[src/rtl/isa_rdy_pkg.sv]
// Package: shared state type and window conversion for the ready responder.
// Assumes all times are given in picoseconds.
package isa_rdy_pkg;

    typedef enum logic [1:0] {
        ST_IDLE  = 2'd0,   // not driving, armed for a new strobe fall
        ST_LOW   = 2'd1,   // driving not-ready while internal side works
        ST_HIGH  = 2'd2,   // driving ready for the release window
        ST_SPENT = 2'd3    // floated, waiting for the strobe to go high
    } rdy_state_e;

    // Rounds a time window up to whole clock cycles, never less than one.
    function automatic int unsigned window_cycles(input int unsigned win_ps,
                                                  input int unsigned clk_ps);
        int unsigned c;
        c = (win_ps + clk_ps - 1) / clk_ps;
        return (c < 1) ? 1 : c;
    endfunction

endpackage

[src/rtl/isa_rdy_cmd_edge.sv]
// Module: detects a new command from the two active-low strobes.
// Assumes the strobes are already synchronous to clk. The history register
// resets to "active", so a strobe held low through reset is not an edge.
module isa_rdy_cmd_edge (
    input  logic clk,
    input  logic rst_n,
    input  logic rd_n,
    input  logic wr_n,
    output logic cmd_active,
    output logic cmd_fall
);

    logic active_q;

    // Combine both strobes into one command-present level.
    always_comb begin
        cmd_active = ~rd_n | ~wr_n;
        cmd_fall   = cmd_active & ~active_q;
    end

    // Keep last cycle's command level for edge detection.
    always_ff @(posedge clk) begin
        if (!rst_n) active_q <= 1'b1;
        else        active_q <= cmd_active;
    end

endmodule

[src/rtl/isa_rdy_window.sv]
// Module: down-counter that times the ready-high release window.
// Assumes load and dec are never asserted together.
module isa_rdy_window #(
    parameter int unsigned HOLD = 3,
    localparam int unsigned CW = (HOLD < 2) ? 1 : $clog2(HOLD)
) (
    input  logic clk,
    input  logic rst_n,
    input  logic load,
    input  logic dec,
    output logic expired
);

    localparam logic [CW-1:0] START = CW'(HOLD - 1);

    logic [CW-1:0] cnt_q;

    // Load on entry to the window, count down while in it.
    always_ff @(posedge clk) begin
        if (!rst_n)               cnt_q <= '0;
        else if (load)            cnt_q <= START;
        else if (dec && cnt_q != 0) cnt_q <= cnt_q - 1'b1;
    end

    // Flag the last cycle of the window.
    always_comb expired = (cnt_q == '0);

endmodule

[src/rtl/isa_rdy_fsm.sv]
// Module: access sequencer that decides when to hold, release and float the
// ready line. Assumes cmd_fall and cmd_active come from isa_rdy_cmd_edge.
module isa_rdy_fsm
    import isa_rdy_pkg::*;
(
    input  logic clk,
    input  logic rst_n,
    input  logic cmd_fall,
    input  logic cmd_active,
    input  logic bridge_owns,
    input  logic hit,
    input  logic done,
    input  logic win_expired,
    output logic win_load,
    output logic win_dec,
    output logic drive_en,
    output logic drive_val
);

    rdy_state_e state_q, state_d;

    // Next-state selection and window control.
    always_comb begin
        state_d  = state_q;
        win_load = 1'b0;
        win_dec  = 1'b0;
        unique case (state_q)
            ST_IDLE: begin
                if (cmd_fall && hit && !bridge_owns) state_d = ST_LOW;
            end
            ST_LOW: begin
                if (!cmd_active)     state_d = ST_IDLE;
                else if (bridge_owns) state_d = ST_SPENT;
                else if (done) begin
                    state_d  = ST_HIGH;
                    win_load = 1'b1;
                end
            end
            ST_HIGH: begin
                if (!cmd_active)      state_d = ST_IDLE;
                else if (bridge_owns || win_expired) state_d = ST_SPENT;
                else                  win_dec = 1'b1;
            end
            ST_SPENT: begin
                if (!cmd_active) state_d = ST_IDLE;
            end
            default: state_d = ST_IDLE;
        endcase
    end

    // State register.
    always_ff @(posedge clk) begin
        if (!rst_n) state_q <= ST_IDLE;
        else        state_q <= state_d;
    end

    // Registered pad controls decoded from state.
    always_comb begin
        drive_en  = (state_q == ST_LOW) || (state_q == ST_HIGH);
        drive_val = (state_q == ST_HIGH);
    end

endmodule

[src/rtl/isa_rdy_responder.sv]
// Module: top of the ready-line responder for external-master accesses to
// bridge-internal targets. Assumes strobes are synchronous to clk and that
// the pad combines rdy_out/rdy_oe into a tri-state driver.
module isa_rdy_responder #(
    parameter int unsigned CLK_PERIOD_PS = 30000,
    parameter int unsigned RELEASE_PS    = 70000
) (
    input  logic clk,
    input  logic rst_n,
    input  logic cmd_rd_n,
    input  logic cmd_wr_n,
    input  logic bridge_owns_bus,
    input  logic int_hit,
    input  logic data_done,
    output logic rdy_out,
    output logic rdy_oe
);

    localparam int unsigned HOLD_CYCLES =
        isa_rdy_pkg::window_cycles(RELEASE_PS, CLK_PERIOD_PS);

    logic cmd_active, cmd_fall;
    logic win_load, win_dec, win_expired;
    logic drive_en, drive_val;

    isa_rdy_cmd_edge u_edge (
        .clk        (clk),
        .rst_n      (rst_n),
        .rd_n       (cmd_rd_n),
        .wr_n       (cmd_wr_n),
        .cmd_active (cmd_active),
        .cmd_fall   (cmd_fall)
    );

    isa_rdy_window #(.HOLD(HOLD_CYCLES)) u_win (
        .clk     (clk),
        .rst_n   (rst_n),
        .load    (win_load),
        .dec     (win_dec),
        .expired (win_expired)
    );

    isa_rdy_fsm u_fsm (
        .clk         (clk),
        .rst_n       (rst_n),
        .cmd_fall    (cmd_fall),
        .cmd_active  (cmd_active),
        .bridge_owns (bridge_owns_bus),
        .hit         (int_hit),
        .done        (data_done),
        .win_expired (win_expired),
        .win_load    (win_load),
        .win_dec     (win_dec),
        .drive_en    (drive_en),
        .drive_val   (drive_val)
    );

    // Pad controls: ownership by the bridge overrides the enable at once.
    always_comb begin
        rdy_oe  = drive_en & ~bridge_owns_bus & rst_n;
        rdy_out = drive_val;
    end

endmodule

[config.mk]
export PLATFORM = sky130hd
export DESIGN_NAME = isa_rdy_responder
export DESIGN_NICKNAME = d
export VERILOG_FILES = /design/src/rtl/isa_rdy_pkg.sv /design/src/rtl/isa_rdy_cmd_edge.sv /design/src/rtl/isa_rdy_window.sv /design/src/rtl/isa_rdy_fsm.sv /design/src/rtl/isa_rdy_responder.sv
export SDC_FILE = /design/constraint.sdc
export NUM_CORES = 1
export LEC_CHECK = 0
export ABC_AREA = 0
export BUFFER_PORTS_ARGS = -buffer_cell sky130_fd_sc_hd__buf_2
export CAP_MARGIN = 40
export CORE_AREA = 2 2 39 41
export DETAILED_ROUTE_END_ITERATION = 12
export DIE_AREA = 0 0 41 43
export PLACE_DENSITY = 0.57
export SLEW_MARGIN = 15
export SYNTH_ARGS = -nofsm -noshare
export SYNTH_HDL_FRONTEND = slang
export SYNTH_SLANG_ARGS = --single-unit
[constraint.sdc]
create_clock -name clk -period 1.4 [get_ports clk]
set_input_delay 0 -clock clk [delete_from_list [all_inputs] [get_ports clk]]
set_output_delay 0 -clock clk [all_outputs]
set_load 0.03 [all_outputs]
## Word level (Yosys, flattened, before mapping)

Cells that the tools add are included.

- Bits in registers: 5
- Logic and storage cells: 50
- Output and inout bits: 2

- Reduce and logical (&&, ||, !) cells: 12
- Multiplexer cells: 17
- Equal/unequal tests: 7
- Bitwise logic cells: 9
- Add/sub/neg operators: 1

Operators by type and width:

| operator | count |
|---|---|
| $mux 2 | 9 |
| $pmux 2 s4 | 1 |
| $mux 1 | 7 |
| $not 1->1 | 5 |
| $eq 2x2->1 const B | 2 |
| $logic_not 2->1 | 2 |
| $ne 4x4->1 const B | 1 |
| $reduce_and 4->1 | 1 |
| $reduce_bool 2->1 | 2 |
| $and 1x1->1 | 3 |
| $logic_and 1x1->1 | 3 |
| $ne 3x3->1 const B | 1 |
| $eq 2x1->1 const B | 1 |
| $logic_or 1x1->1 | 2 |
| $ne 2x1->1 const B | 1 |
| $ne 2x2->1 const B | 1 |
| $reduce_or 2->1 | 1 |
| $sub 2x1->2 const B | 1 |
| $logic_not 1->1 | 1 |
| $or 1x1->1 | 1 |

## Logic depth before layout (Yosys ltp)

Gate-level depths: netlist of the first run.

- Word-level depth: 8
- Mapped depth: 6
- Gate-level depth less buffers: 6

## Cells and area by module

A second synthesis of the first run with hierarchy kept.

- Cell total of the unflattened synthesis: 42
- Area, all modules: 399.1 µm²

Modules (own cells, without submodules):

| module | cells an instance | sequential area each (µm²) | area an instance (µm²) | times used |
|---|---|---|---|---|
| isa_rdy_fsm | 27 | 40.0 | 240.2 | 1 |
| isa_rdy_window | 10 | 40.0 | 112.6 | 1 |
| isa_rdy_cmd_edge | 4 | 20.0 | 37.5 | 1 |
| isa_rdy_responder | 1 | 0.0 | 8.8 | 1 |

## Worst setup path before layout of the first run

Ideal clock, no wire load.

- Path type: reg-to-reg
- Start: register u_fsm.state_q[0]
- End: register u_win.cnt_q[1]
- Cell stages (with the launch flop): 7
- Period minus slack after synthesis: 1.608 ns
- Library setup time: 0.066 ns
- Buffers on the path: 0
- Setup slack: -0.208 ns
- Required time: 1.334 ns
- Arrival time: 1.542 ns
- Path through: dfxtp_1 inv_1 ha_1 nor3b_2 nand2_1 mux2_4 a21boi_2

- Longest elaborated chain between the ends: 4
- Elaborated cells between the ends (all ways): 7

Ends and longest elaborated chain:

| element | RTL line | text |
|---|---|---|
| from (decl) | isa_rdy_fsm.sv:20 | `rdy_state_e state_q, state_d;` |
| from (signal assigned) | isa_rdy_fsm.sv:54 | `else state_q <= state_d;` |
| $eq 2x2->1 | n/a |  |
| net rdy_out | isa_rdy_responder.sv:15 | `output logic rdy_out,` |
| $mux 1 | isa_rdy_fsm.sv:27 | `unique case (state_q)` |
| $logic_and 1x1->1 | isa_rdy_window.sv:22 | `else if (dec && cnt_q != 0) cnt_q <= cnt_q - 1'b1;` |
| $reduce_bool 2->1 (no line) | n/a |  |
| to (signal assigned) | isa_rdy_window.sv:22 |  |
| to (decl) | isa_rdy_window.sv:16 | `logic [CW-1:0] cnt_q;` |

The timed path passes the listed nets, and every way through them passes these cells.
A chain may end at the register's enable or synchronous reset.

## Worst setup path in the final report of the first run

- Start: register u_fsm.state_q[0]
- End: output port rdy_oe

- Longest elaborated chain between the ends: 4
- Elaborated cells between the ends (all ways): 5

Ends and longest elaborated chain:

| element | RTL line | text |
|---|---|---|
| $eq 2x1->1 or $eq 2x2->1 (tied branches) | isa_rdy_fsm.sv:59 | `drive_en = (state_q == ST_LOW) \|\| (state_q == ST_HIGH);` |
| $logic_or 1x1->1 (*) | isa_rdy_fsm.sv:59 |  |
| $and 1x1->1 (*) (2 in series) | isa_rdy_responder.sv:60 | `rdy_oe = drive_en & ~bridge_owns_bus & rst_n;` |
| to (decl) | isa_rdy_responder.sv:16 | `output logic rdy_oe` |

Mark *: on every way between the ends. The rest lies on a longest branch, timed or not.

==> metrics.md, run 1 <==
| Metric | Value |
|---|---|
| Final Util | 0.3987 |
| CTS max path bufs | 2 |
| Core area | 1384 um2 |
| Die height | 43 um |
| Logic pwr share | 0.352 |
| H-tree Lvls | 1 |
| Worst Setup Path Type | register to output pin |
| Iter 0 DRT Violations | 3 |
| IO Port Bufs | 8 |
| First-pass GRT wire length | 1248 um |
| Largest area contributor in the netlist | dfxtp_1 |
| Most common cell after layout, fill and taps aside | buf_2 |
| Pin count of the biggest net entering global routing | 9 |
| WP data arrival | 1350 ps |
| Worst-skew pair later-pin latency | 240 ps |
| Yosys warns | 0 |
| Number of global-route vias before repair | 341 |
| Fin crit period | 1351 ps |
| Post-Syn Nets | 53 |
| Internal | 0.3573 mW |
| # rows | 14 |
| Sequential share of the synthesized area | 0.2667 |
| WL per Instance | 11.60 um |
| Post-Syn Instances | 40 |
| DR DRC count | 0 |
| Top area cells in the synthesized netlist | dfxtp_1, ha_1, inv_1, mux2i_1, o221a_4 |
| Max Slew Vio Count | 0 |
| Critical Path End Type | output pin |
| Critical R2R Capture | u_fsm.state_q[1] |
| Max Freq | 740.1 MHz |
| Ratio of cells with drive above 1 in the final layout | 0.4912 |
| Sw frac | 0.3160 |
| Final Cell Area | 551.8 um2 |
| R2r worst-path depth | 6 |
| NetSw | 0.1651 mW |
| Gr ovfl total | 0 |
| Antenna violations before repair | 0 |
| I/O pin count | 9 |
| Measured slew at the worst slew-check pin | 202.1 ps |
| Max-Cap Viols | 0 |
| Most frequent cells in the layout | buf_2, inv_1, nand2_1, ha_1 |
| Post-Place Cell Area | 462.9 um2 |
| Chip width | 41 um |
| Clock power frac | 0.332 |
| Crit path max fanout | 2 |
| Cell variety after synth | 17 |
| Setup ws final | 48.88 ps |
| Final Cycle Share | 0.9651 |
| Reg-to-Reg Start | u_fsm.state_q[0] |
| Full die area | 1763 um2 |
| Run status | complete, no violations |
| WHS | 87.25 ps |
| Initial core utilization | 0.2712 |
| Headroom to the max-slew limit | 0.8652 |
| HP Class | input pin to register |
| Min-Delay Path Depth | 3 |
| Root Driver | clkbuf_4 |
| Power per cell area | 946.6 nW/um2 |
| Cell Area, Synth | 375.4 um2 |
| Mean area per synthesized cell | 9.384 um2 |
| Placement Setup Slack | 2.051 ps |
| Drt via density | 4.658 |
| Sequential share of power | 0.316 |
| Vias | 340 |
| WHS Endpoint | u_fsm.state_q[0] |
| TritonCTS clock tree | done |
| R2r setup slk | 50 ps |
| Hold Fails Final Rpt | 0 |
| Top cell type's share of synthesized area | 0.2667 |
| Worst EP required | 1400 ps |
| Final clock skew | 0.8234 ps |
| Leak | 0.2542 nW |
| Gpl congestion | 0.7179 |
| # diodes | 0 |
| ANT nets after route | 0 |
| DRT Wirelength | 847 um |
| Global router's overall resource usage | 0.1024 |
| Initial DRT Pass Iterations | 4 |
| Clock sink count | 5 |
| FF+latch count, synth | 5 |
| Hold Crit Start | rst_n |
| Startpoint Class | register |
| Post-DP HPWL | 605.6 um |
| Reg clk slew, reported paths | 50 ps |
| Syn-to-layout area delta | 47.00% |
| VDD IR-drop max | 0.0003956 V |
| Final layout net count | 71 |
| Final setup violating endpoints | 0 |
| Clock buffer count from CTS | 3 |
| Unrepaired setup endpoints after global routing | yes |
-- power groups by stage --
stage,combinational (mW),clock (mW),sequential [mW]
finish,0.184,0.174,0.165
global route,0.205,0.189,0.167
CTS,0.176,0.172,0.163
detailed placement,0.172,0,0.165
global placement,0.170,0,0.165
floorplan,0.106,0,0.167
-- Yosys cell counts, drive strengths merged --
cell     n
mux2i    2
and3b    2
o21ai    2
nor3b    1
mux2     1
inv      6
nand3    2
xnor2    1
a21boi   1
and3     1
a21oi    3
dfxtp    5
o221a    1
o2111ai  1
ha       6
nand2    5
-- worst max-delay path, stage by stage (launching register included) --
cell,delay (ps)
dfxtp_2,340
inv_2,50
buf_4,130
ha_1,270
and3b_1,180
buf_6,130
-- what timing repair did --
item,4_1_cts,5_1_grt
setup buffers,0,1
pin swaps,1,5
resized for setup,2,12
endpoints found under the hold margin,1,0
hold buffers,2,0
setup endpoints to repair,2,5
-- area by class of cell --
class,count,area [um2]
Tap cell,16,20.02
Inverter,6,22.52
Timing Repair Buffer,13,88.84
Fill cell,140,832.0
Clock buffer,4,26.28
Multi-Input combinational cell,29,286.5
Sequential cell,5,107.6
-- metal layers --
metal,up-vias,global-route usage,share of wire
li1,173,-,-
met2,7,0.1656,0.57
met4,0,0.04000,0
met5,-,0,0
met1,160,0.1190,0.39
met3,0,0.03141,0.038
-- how the worst max path moves through the flow --
stage	slack, ps	cells past startpoint	to	start
finish	50	5	rdy_oe	u_fsm.state_q[0]
floorplan	3	6	u_fsm.state_q[1]	u_fsm.state_q[0]
CTS	-3	6	u_win.cnt_q[1]	u_win.cnt_q[0]
global placement	-1	6	u_fsm.state_q[1]	u_fsm.state_q[0]
global route	-40	6	u_fsm.state_q[0]	u_fsm.state_q[0]
detailed placement	2	6	u_win.cnt_q[1]	u_win.cnt_q[0]
-- state kept, by name, summed over array words and instances, names as in the netlist --
signal           count
u_fsm.state_q        2
u_edge.active_q      1
u_win.cnt_q          2
-- logic make-up (layout without fill, tap and decap cells) --
| logic type | after synthesis | after routing | share of synthesized area |
|---|---|---|---|
| adders and majority gates | 6 | 6 | 0.2000 |
| and+or+nand+nor | 11 | 11 | 0.1734 |
| xor gates and xnor gates | 1 | 1 | 0.02334 |
| AOI/OAI and AO/OA | 8 | 8 | 0.1833 |
| muxes | 3 | 3 | 0.09332 |
| buffers and inverters | 6 | 23 | 0.06000 |
| DFF | 5 | 5 | 0.2667 |
-- metrics by stage --
stage	setup TNS, ps	std cells	power (mW)
detailed placement	0	66	0.3368
floorplan	0	40	0.2739
global route	-91.52	73	0.5615
CTS	-2.685	72	0.5106
finish	0	73	0.5223
global placement	-0.9734	66	0.3353
No activity file was read; power rests on OpenSTA's default activity.
==> run 2, diff against run 1 <==
--- a/config.mk
+++ b/config.mk
@@ -11,7 +11,9 @@
 export CORE_AREA = 2 2 39 41
 export DETAILED_ROUTE_END_ITERATION = 12
 export DIE_AREA = 0 0 41 43
+export MAX_ROUTING_LAYER = met4
 export PLACE_DENSITY = 0.57
+export SETUP_SLACK_MARGIN = 0.4
 export SLEW_MARGIN = 15
 export SYNTH_ARGS = -nofsm -noshare
 export SYNTH_HDL_FRONTEND = slang
==> run 2 against run 1 <==
Sequential share of layout area is 1.1 points lower. First-iteration DRC count is 33% lower. Final cell count up 2.7%. Via count is 1.5% higher. Utilization is 2.0 points higher. Global-route usage increased by 1.6 points. Critical path depth shrank 1. Non-clock buffer count up 2. Sequential cell count stayed put. Fmax up 3.1%. Sequential power hardly changed. Critical path type unchanged. Critical endpoint unchanged. Highest routed layer unchanged.
==> metrics.md, run 2 (synthesis gave the netlist of run 1 again) <==
| Metric | Value |
|---|---|
| Fin crit period | 1310 ps (was 1351 ps) |
| Clock power frac | 0.314 (was 0.332) |
| Setup_tns | 0 ps (unchanged) |
| Iter 0 DRT Violations | 2 (was 3) |
| Gr ovfl total | 0 (unchanged) |
| Reg-to-Reg Start | u_win.cnt_q[1] (was u_fsm.state_q[0]) |
| Critical Path End Type | output pin (unchanged) |
| Clock sink count | 5 (unchanged) |
| Initial core utilization | 0.2712 (unchanged) |
| # diodes | 0 (unchanged) |
| Drt via density | 4.600 (was 4.658) |
| Syn-to-layout area delta | 54.33% (was 47.00%) |
| R2r setup slk | 100 ps (was 50 ps) |
| Max Freq | 763.2 MHz (was 740.1 MHz) |
| Internal | 0.3612 mW (was 0.3573 mW) |
| Worst-skew pair later-pin latency | 240 ps (about the same) |
| Die height | 43 um (unchanged) |
| Hold Crit Start | rst_n (unchanged) |
| Antenna violations before repair | 0 (unchanged) |
| Worst Setup Path Type | register to output pin (unchanged) |
| H-tree Lvls | 1 (unchanged) |
| DR DRC count | 0 (unchanged) |
| Final Cell Area | 579.3 um2 (was 551.8 um2) |
| WP data arrival | 1310 ps (was 1350 ps) |
| Number of global-route vias before repair | 366 (was 341) |
| Ratio of cells with drive above 1 in the final layout | 0.5763 (was 0.4912) |
| VDD IR-drop max | 0.0003311 V (was 0.0003956 V) |
| Most frequent cells in the layout | buf_2, buf_4, nand2_1 (was buf_2, inv_1, nand2_1, ha_1) |
| Measured slew at the worst slew-check pin | 185.4 ps (was 202.1 ps) |
| Post-Place Cell Area | 457.9 um2 (was 462.9 um2) |
| Sequential share of power | 0.309 (was 0.316) |
| IO Port Bufs | 8 (unchanged) |
| Max-Cap Viols | 0 (unchanged) |
| CTS max path bufs | 2 (unchanged) |
| WHS | 36.62 ps (was 87.25 ps) |
| ANT nets after route | 0 (unchanged) |
| # rows | 14 (unchanged) |
| Run status | complete, no violations (unchanged) |
| Initial DRT Pass Iterations | 2 (was 4) |
| Vias | 345 (was 340) |
| Clock buffer count from CTS | 3 (unchanged) |
| Hold Fails Final Rpt | 0 (unchanged) |
| Final setup violating endpoints | 0 (unchanged) |
| Min-Delay Path Depth | 2 (was 3) |
| Critical R2R Capture | u_win.cnt_q[1] (was u_fsm.state_q[1]) |
| Global router's overall resource usage | 0.1184 (was 0.1024) |
| Regs by FF count | u_fsm.state_q (2), u_win.cnt_q (2), u_edge.active_q (1) (unchanged) |
| Pin count of the biggest net entering global routing | 9 (unchanged) |
| Crit path largest cell delay | 360 ps (was 340 ps) |
| Chip width | 41 um (unchanged) |
| Final Cycle Share | 0.9359 (was 0.9651) |
| DRT Wirelength | 869 um (was 847 um) |
| Slowest CP cell | dfxtp_4 (was dfxtp_2) |
| I/O pin count | 9 (unchanged) |
| Sw frac | 0.3116 (was 0.3160) |
| Headroom to the max-slew limit | 0.8763 (was 0.8652) |
| First-pass GRT wire length | 1366 um (was 1248 um) |
| Crit path max fanout | 4 (was 2) |
| Max Slew Vio Count | 0 (unchanged) |
| FILL cells | 133 (was 140) |
| Final clock skew | 5.999 ps (was 0.8234 ps) |
| Unrepaired setup endpoints after global routing | yes (unchanged) |
| Reg clk slew, reported paths | 50 ps (about the same) |
| Placed cell count | 65 (was 66) |
| Final layout net count | 73 (was 71) |
| R2r worst-path depth | 6 (unchanged) |
| Power per cell area | 905.8 nW/um2 (was 946.6 nW/um2) |
| Worst EP required | 1400 ps (about the same) |
| WL per Instance | 11.59 um (was 11.60 um) |
| NetSw | 0.1635 mW (was 0.1651 mW) |
| Crit-path cells | inv_1, ha_1, and3b_2, buf_4 (was inv_2, buf_4, ha_1, and3b_1, buf_6) |
| Core area | 1384 um2 (unchanged) |
| Setup ws final | 89.68 ps (was 48.88 ps) |
| Gpl congestion | 0.6550 (was 0.7179) |
| TritonCTS clock tree | done (unchanged) |
| Full die area | 1763 um2 (unchanged) |
| Root Driver | clkbuf_4 (unchanged) |
| HP Class | input pin to register (unchanged) |
| Leak | 0.2666 nW (was 0.2542 nW) |
| Placement Setup Slack | 22.34 ps (was 2.051 ps) |
| Multi-input logic area | 297.8 um2 (was 286.5 um2) |
| Logic pwr share | 0.377 (was 0.352) |
| Sequential cell area | 106.4 um2 (was 107.6 um2) |
| WHS Endpoint | u_edge.active_q (was u_fsm.state_q[0]) |
| Startpoint Class | register (unchanged) |
| Non-Filler Instances | 75 (was 73) |
[run 2: cell count changes in the layout (fill, tap and decap cells not counted), sizes merged]
cell  change
buf       +2
[run 2: area by class of cell]
type / instances / area share
timing repair buffer: 15 / 0.1836
inverter: 6 / 0.03888
sequential: 5 / 0.1836
multi-input combinational: 29 / 0.5140
clock buffer: 4 / 0.04536
tap: 16 / 0.03456
[run 2: power by group through the flow]
stage	clock network (mW)	logic (mW)	registers [mW]
after floorplan	0	0.107	0.170
after global placement	0	0.164	0.166
after detailed placement	0	0.162	0.166
after CTS	0.173	0.183	0.162
after global routing	0.179	0.219	0.163
final	0.165	0.198	0.162
[run 2: stage by stage]
stage / power (mW) / util
2_1_floorplan: 0.2767 / -
3_3_place_gp: 0.3294 / 0.3309
3_5_place_dp: 0.3286 / 0.3309
4_1_cts: 0.5184 / 0.3996
5_1_grt: 0.5604 / 0.4186
6_report: 0.5247 / 0.4186
[run 2: timing repair]
item                                    CTS  global route
hold endpoints to repair                  1             0
endpoints found under the setup margin    5             6
gates resized for setup                   9             9
hold buffers                              2             0
pin swaps                                 4             5
setup buffers                             3             1
[run 2: worst max-delay path: cells and delay by family, from the launching register on]
kind,cells,cell delay (ps)
flip-flops,1,360
adder cells (fa/ha/maj),1,280
buffers and inverters,2,240
AND/OR/NAND/NOR,1,200
[run 2: worst max path at each step]
stage | to | startpoint
after floorplan | u_win.cnt_q[1] | u_fsm.state_q[0]
after global placement | u_win.cnt_q[1] | u_win.cnt_q[0]
after detailed placement | u_win.cnt_q[1] | u_win.cnt_q[0]
after CTS | u_win.cnt_q[1] | u_win.cnt_q[0]
after global routing | u_win.cnt_q[1] | u_fsm.state_q[0]
final | rdy_oe | u_fsm.state_q[1]
[run 2: per-layer routing]
| layer | share of wire | vias to the layer above | GRT usage |
|---|---|---|---|
| li1 | - | 176 | - |
| met4 | 0 | 0 | 0.06000 |
| met5 | 0 | - | - |
| met2 | 0.54 | 11 | 0.2000 |
| met3 | 0.043 | 0 | 0.03141 |
| met1 | 0.42 | 158 | 0.1161 |
